==> config.mk <==
export PLATFORM = sky130hd
export DESIGN_NAME = adc_host_port
export DESIGN_NICKNAME = d
export VERILOG_FILES = /design/src/rtl/ahp_pkg.sv /design/src/rtl/ahp_cmd_sync.sv /design/src/rtl/ahp_conv_ctrl.sv /design/src/rtl/ahp_lane_dec.sv /design/src/rtl/adc_host_port.sv
export SDC_FILE = /design/constraint.sdc
export NUM_CORES = 1
export LEC_CHECK = 0
export ABC_AREA = 1
export BUFFER_PORTS_ARGS = -buffer_cell sky130_fd_sc_hd__buf_4
export CAP_MARGIN = 20
export CELL_PAD_IN_SITES_DETAIL_PLACEMENT = 1
export CELL_PAD_IN_SITES_GLOBAL_PLACEMENT = 1
export CORE_UTILIZATION = 29
export CTS_BUF_LIST = sky130_fd_sc_hd__clkbuf_8
export DETAILED_ROUTE_END_ITERATION = 8
export GPL_TIMING_DRIVEN = 0
export PLACE_DENSITY = 0.63
export SETUP_SLACK_MARGIN = 0.1
export SLEW_MARGIN = 20
export SYNTH_ARGS = -nofsm -noshare
export SYNTH_HDL_FRONTEND = slang
export SYNTH_SLANG_ARGS = --single-unit
==> constraint.sdc <==
create_clock -name clk -period 1.4 [get_ports clk]
set_input_delay 0.28 -clock clk [delete_from_list [all_inputs] [get_ports clk]]
set_output_delay 0.28 -clock clk [all_outputs]
set_load 0.005 [all_outputs]
==> src/rtl/ahp_pkg.sv <==
package ahp_pkg;

    localparam int CODE_W = 12;
    localparam int BYTE_W = 8;
    localparam int WORD_W = 2 * BYTE_W;
    localparam int PAD_W  = WORD_W - CODE_W - 1;

    typedef struct packed {
        logic              ovr;
        logic [CODE_W-1:0] code;
    } result_t;

    typedef enum logic [1:0] {
        ST_IDLE = 2'd0,
        ST_BUSY = 2'd1,
        ST_HOLD = 2'd2
    } conv_state_e;

    function automatic logic [WORD_W-1:0] pack_word(input result_t r);
        return {{PAD_W{1'b0}}, r.ovr, r.code};
    endfunction

endpackage

==> src/rtl/ahp_cmd_sync.sv <==
module ahp_cmd_sync #(
    parameter int STAGES = 1
) (
    input  logic clk,
    input  logic rst,
    input  logic req_raw,
    output logic start_pulse
);
    logic [STAGES:0] chain;
    logic            last_q;

    assign chain[0] = req_raw;

    generate
        for (genvar i = 1; i <= STAGES; i++) begin : g_stage
            always_ff @(posedge clk) begin
                if (rst) chain[i] <= 1'b0;
                else     chain[i] <= chain[i-1];
            end
        end
    endgenerate

    always_ff @(posedge clk) begin
        if (rst) last_q <= 1'b0;
        else     last_q <= chain[STAGES];
    end

    assign start_pulse = chain[STAGES] & ~last_q;
endmodule

==> src/rtl/ahp_conv_ctrl.sv <==
module ahp_conv_ctrl
    import ahp_pkg::*;
(
    input  logic    clk,
    input  logic    rst,
    input  logic    start,
    input  logic    done,
    input  logic    rd_busy,
    input  result_t res_in,
    output logic    eoc,
    output result_t res_q
);
    conv_state_e state;
    result_t     pend_q;

    always_ff @(posedge clk) begin
        if (rst) begin
            state  <= ST_IDLE;
            res_q  <= '0;
            pend_q <= '0;
        end else if (start) begin
            state <= ST_BUSY;
        end else begin
            case (state)
                ST_BUSY: begin
                    if (done) begin
                        if (rd_busy) begin
                            pend_q <= res_in;
                            state  <= ST_HOLD;
                        end else begin
                            res_q <= res_in;
                            state <= ST_IDLE;
                        end
                    end
                end
                ST_HOLD: begin
                    if (!rd_busy) begin
                        res_q <= pend_q;
                        state <= ST_IDLE;
                    end
                end
                default: state <= ST_IDLE;
            endcase
        end
    end

    assign eoc = (state == ST_IDLE);
endmodule

==> src/rtl/ahp_lane_dec.sv <==
module ahp_lane_dec (
    input  logic cs_n,
    input  logic rd_n,
    input  logic byte_sel,
    input  logic bus_wide,
    output logic oe_low,
    output logic oe_high
);
    logic rd_act;

    always_comb begin
        rd_act  = ~cs_n & ~rd_n;
        oe_low  = rd_act & (bus_wide | ~byte_sel);
        oe_high = rd_act & (bus_wide |  byte_sel);
    end
endmodule

==> src/rtl/adc_host_port.sv <==
module adc_host_port
    import ahp_pkg::*;
#(
    parameter int SYNC_STAGES = 1
) (
    input  logic              clk,
    input  logic              rst,
    input  logic              cs_n,
    input  logic              rd_n,
    input  logic              wr_n,
    input  logic              byte_sel,
    input  logic              bus_wide,
    input  logic              eng_done,
    input  logic [CODE_W-1:0] eng_code,
    input  logic              eng_ovr,
    output logic              eng_start,
    output logic              eoc,
    output logic [WORD_W-1:0] data_out,
    output logic              oe_low,
    output logic              oe_high
);
    result_t eng_res;
    result_t held_res;
    logic    wr_sel;

    assign wr_sel       = ~cs_n & ~wr_n;
    assign eng_res.ovr  = eng_ovr;
    assign eng_res.code = eng_code;

    ahp_cmd_sync #(.STAGES(SYNC_STAGES)) u_sync (
        .clk         (clk),
        .rst         (rst),
        .req_raw     (wr_sel),
        .start_pulse (eng_start)
    );

    ahp_lane_dec u_lane (
        .cs_n     (cs_n),
        .rd_n     (rd_n),
        .byte_sel (byte_sel),
        .bus_wide (bus_wide),
        .oe_low   (oe_low),
        .oe_high  (oe_high)
    );

    ahp_conv_ctrl u_ctrl (
        .clk     (clk),
        .rst     (rst),
        .start   (eng_start),
        .done    (eng_done),
        .rd_busy (oe_low | oe_high),
        .res_in  (eng_res),
        .eoc     (eoc),
        .res_q   (held_res)
    );

    assign data_out = pack_word(held_res);
endmodule

== Word level (Yosys, flattened, before mapping) ==
Cells that the tools add are included.
Word-level totals
  bits in registers: 30
  bits of input ports: 21
Cells by class
  equal/unequal tests: 7
  mux-type cells: 9
  bitwise logic cells: 14
  reduce and logical (&&, ||, !) cells: 7
Operators with widths (number)
  2-to-1 mux 13 bit: 3
  case mux 13 bit (2 select lines): 1
  2-to-1 mux 2 bit: 3
  != test 2 bit, second input constant: 3
  != test 3 bit, second input constant: 2
  inverter 1 bit: 6
  bitwise AND 1 bit: 5
  AND reduction 5 bit: 1
  case mux 2 bit (2 select lines): 1
  AND reduction 2 bit: 2
  AND reduction 4 bit: 1
  bitwise OR 1 bit: 3
  == test 2 x 1 -> 1 bit, second input constant: 1
  == test 2 bit, second input constant: 1
  logical NOT 2 bit: 1
  nonzero test 2 bit: 1
  OR reduction 2 bit: 1
  2-to-1 mux 1 bit: 1

== Depth between registers and ports, before layout ==
  depth after elaboration: 8
  depth in mapped cells: 9
  mapped depth without buffers: 7

== Cells and area by module ==
Synthesis repeated with hierarchy kept, for this count alone.
Unflattened totals
  cell total of the unflattened synthesis: 212
  area, all modules: 1423.9 um^2
Modules (own cells, without submodules)
  ahp_conv_ctrl: instances 1, cells each 189, area an instance 1291.2 um^2
  ahp_cmd_sync: instances 1, cells each 7, area an instance 58.8 um^2
  adc_host_port: instances 1, cells each 8, area an instance 41.3 um^2
  ahp_lane_dec: instances 1, cells each 8, area an instance 32.5 um^2

== Worst setup path before layout ==
Ideal clock, no wire load.
  path kind: register -> register
  from: reg u_ctrl.state[1]
  to: reg u_ctrl.pend_q[0] (netlist name)
  library setup time: 0.113 ns
  arrival time: 0.995 ns
  required time: 1.287 ns
  slack: 0.292 ns
  stages on the path, launching flop included: 9
  cell sequence: dfxtp_1 buf_6 clkinv_2 nand3_4 nor2_4 buf_6 nand2_1 nand2_1 nor2_1
On the way
  word-level cells in the longest chain between the ends: 2
RTL lines
  start, declared: line ahp_conv_ctrl.sv:13  | conv_state_e state;
  start signal, assigned: line ahp_conv_ctrl.sv:18  | state <= ST_IDLE;
  start signal, assigned: line ahp_conv_ctrl.sv:22  | state <= ST_BUSY;
  start signal, assigned: line ahp_conv_ctrl.sv:29  | state <= ST_HOLD;
  == test 2 x 1 -> 1 bit: line ahp_conv_ctrl.sv:24  | case (state)
  AND reduction 4 bit (no line)
  end signal, assigned: line ahp_conv_ctrl.sv:28  | pend_q <= res_in;
  end, declared: line ahp_conv_ctrl.sv:14  | result_t pend_q;
No other way between the ends.
A chain may end at the register's enable or synchronous reset.

== Worst setup path after layout ==
  from: reg u_ctrl.state[1]
  to: out eoc
On the way
  word-level cells in the longest chain between the ends: 1
RTL lines
  logical NOT 2 bit: line ahp_conv_ctrl.sv:47  | assign eoc = (state == ST_IDLE);
  end, declared: line adc_host_port.sv:17  | output logic eoc,
No other way between the ends.

==> results by group <==
Outcome
  • Status: finished clean

Min path
  • Hold Path Class: in -> reg

Place
  • Post-Place Worst Slack: -0.0237 ns
  • Placer congestion estimate: about 0.68
  • Port bufs: 37
  • Post-DP HPWL: 2900 um

Critical path
  • Sequence of cells on the critical path: buf_6, buf_8, nor2_4, buf_6
  • Max stage delay cell, worst path: dfxtp_1
  • Top cell by count, worst path: buf_6
  • Cell family with most CP delay: buffers and inverters
  • CP bufs+invs: 3
  • Crit start category: flop
  • Crit path DAT: 1.03 ns
  • Crit Path Max Fanout: 6
  • CP required: 1.12 ns
  • Type of the worst setup path: reg -> out
  • Critical path capture point type: primary output
  • Largest stage delay, worst path: 0.31 ns

Layout
  • Share of layout cells above drive strength 1: 0.249
  • Area of the multi-input gates: 701 sq um
  • Nets: 314
  • Register area: 602 sq um
  • Final antenna diode count: 0
  • FILL cells: 650
  • Area Overhead vs Synth: 38.3%

Timing
  • Max Clock Skew: about 0.0059 ns
  • RSZ-0062 raised after global routing: true
  • Hold WS: between 0.1 and 0.15 ns
  • Fmax: 764 MHz
  • Max-slew headroom: 0.653
  • Min cycle time layout: 1.31 ns
  • Period utilization: 0.934
  • Final setup margin: 0.0918 ns
  • Slew Limit Fails: 0
  • Hold Vio Cnt, Final: 0
  • Final setup violating endpoints: 0
  • Slew @ Worst Pin: roughly 0.52 ns

Floorplanning
  • DIE WIDTH: 74.1 um
  • Die area: 5490 sq um
  • FP Rows: 25
  • Chip height: 74.1 um
  • Initial Util: 0.311
  • Core footprint: ~4800 sq um
  • I/O pin cnt: 41

Global routing
  • Initial antenna violation count: 0
  • GRT overflow: 0
  • Vias in the first global route: 1,427
  • First-pass GRT wire length: 6820 um
  • Largest net degree at the start of global routing: 11
  • GRT Total Usage: 0.171

Clock tree
  • TritonCTS Buffers: 5
  • Sink Count: 30
  • Hold buffer count at cts: 0
  • H-Tree Depth: 2
  • CTS Buffer Depth: 2
  • TritonCTS clock tree: yes
  • CTS clk-pin slew, worst paths: 0.06 ns
  • Clk_lat worst skew: about 0.29 ns
  • Clk root buf: clkbuf_8

Routing
  • DRT Pass-1 Iters: 4
  • WL final: approximately 4100 um
  • Wirelength per Cell: 11.5 um
  • # DRC: 0
  • Vias/cell: ~4.2
  • Final ANT Viol Nets: 0
  • Via Count: ~1,500
  • DR iter-0 viols: 46

Run
  • Max-cap violations: 0

Synth
  • Syn Area/Cell: 6.31 sq um
  • Yosys reg bits: 30
  • Ranking of synthesized cells by area: dfxtp_1 (40%), nand2_1 (20%), nor2_1 (15%)
  • Area leader, netlist: dfxtp_1
  • Synth unique cells: 21
  • Warnings, synthesis: 0
  • Mapped Area: 1510 sq um
  • Post-synth top area share: 0.398
  • Sequential share of the synthesized area: 0.398
  • Mapped Cells: 239

Power
  • Total power: 0.00174 W
  • Leak: between 1 and 1.5 nW
  • Power Dens Cells: 834 nW/um^2
  • VDD IR max: ~0.4 mV
registers in the layout, indices dropped and copies added (netlist names):
signal and count:
u_ctrl.pend_q 13, u_ctrl.state 2, u_sync.chain 1, u_ctrl.res_q 13, u_sync.last_q 1
metrics by stage:
step,instance area (sq um),utilization,instances,setup TNS [ns]
after CTS,1980,0.408,353,0
after global placement,1880,0.387,345,0
after global routing,2090,0.430,360,0
after floorplan,1520,-,241,0
final,2090,0.430,360,0
after detailed placement,1880,0.387,345,-0.0711
placed cells by master (no fill, tap or decap), types with 2 or more instances in the layout:
cell type and instances:
conb_1 3, nor2_4 2, dfxtp_1 29, nand2_4 2
nand2_1 79, clkbuf_8 5, a21oi_1 2, inv_1 32
nor2_1 56, buf_8 3, buf_4 46, nand3_1 13
buf_6 4, nand2_2 2, clkbuf_16 2, clkbuf_1 2
nor2_2 2
cells in the mapped netlist:
cell / n
nand3_1: 13
buf_4: 4
buf_2: 2
nor2_1: 59
nand3_4: 1
clkbuf_1: 2
nor2_4: 1
nand2_2: 1
a21oi_1: 2
clkinv_2: 1
clkinv_1: 1
nand2_1: 80
buf_6: 5
nand3b_1: 1
nand2_4: 2
inv_2: 1
inv_1: 30
nor3b_1: 1
conb_1: 1
nor3_1: 1
dfxtp_1: 30
final cells by class:
class                   count  area share
plain buffers              13      0.0582
flip-flops and latches     30       0.289
well taps                  67      0.0402
repair buffers             45       0.181
clock inverters             2     0.00360
multi-input cells         165       0.336
inverters                  33      0.0600
clock buffers               5      0.0330
worst paths after layout:
path | slack, ns | depth (start not counted) | startpoint | to
max | 0.09 | 4 | u_ctrl.state[1] | eoc
min | 0.14 | 2 | wr_n | u_sync.chain[1]
max reg2reg | 0.15 | 8 | u_ctrl.state[1] | u_ctrl.pend_q[6]
min reg2reg | 0.47 | 2 | u_sync.chain[1] | u_sync.last_q
per-layer routing:
layer | global-route usage | vias to the layer above | part of all wire
met5 | 0 | - | 0
met4 | 0.0641 | 0 | 0.014
met3 | 0.0407 | 6 | 0.036
met2 | 0.256 | 26 | 0.47
met1 | 0.237 | 672 | 0.48
li1 | - | 796 | -
repair_timing:
action                     4_1_cts  5_1_grt
resized for setup                6        6
pin swaps                        1        1
cloned                           0        2
buffers inserted                 1        5
setup endpoints to repair        3       22
power breakdown:
group / total (W) / internal (W) / leakage, nW / switching [W]
clock: 0.000649 / 0.000327 / 0.0466 / 0.000322
sequential: 0.000880 / 0.000871 / 0.243 / 0.00000980
combinational: 0.000209 / 0.000105 / 0.830 / 0.000105
total: 0.00174 / 0.00130 / 1.12 / 0.000437
logic make-up after synthesis:
kind of cell	count (synthesis)	share of synthesized area
AO/OA/AOI/OAI	2	0.00664
buffers and inverters	46	0.152
flip-flops	30	0.398
other	1	0.00249
AND/OR/NAND/NOR	160	0.441
(Power assumes the default switching activity.)
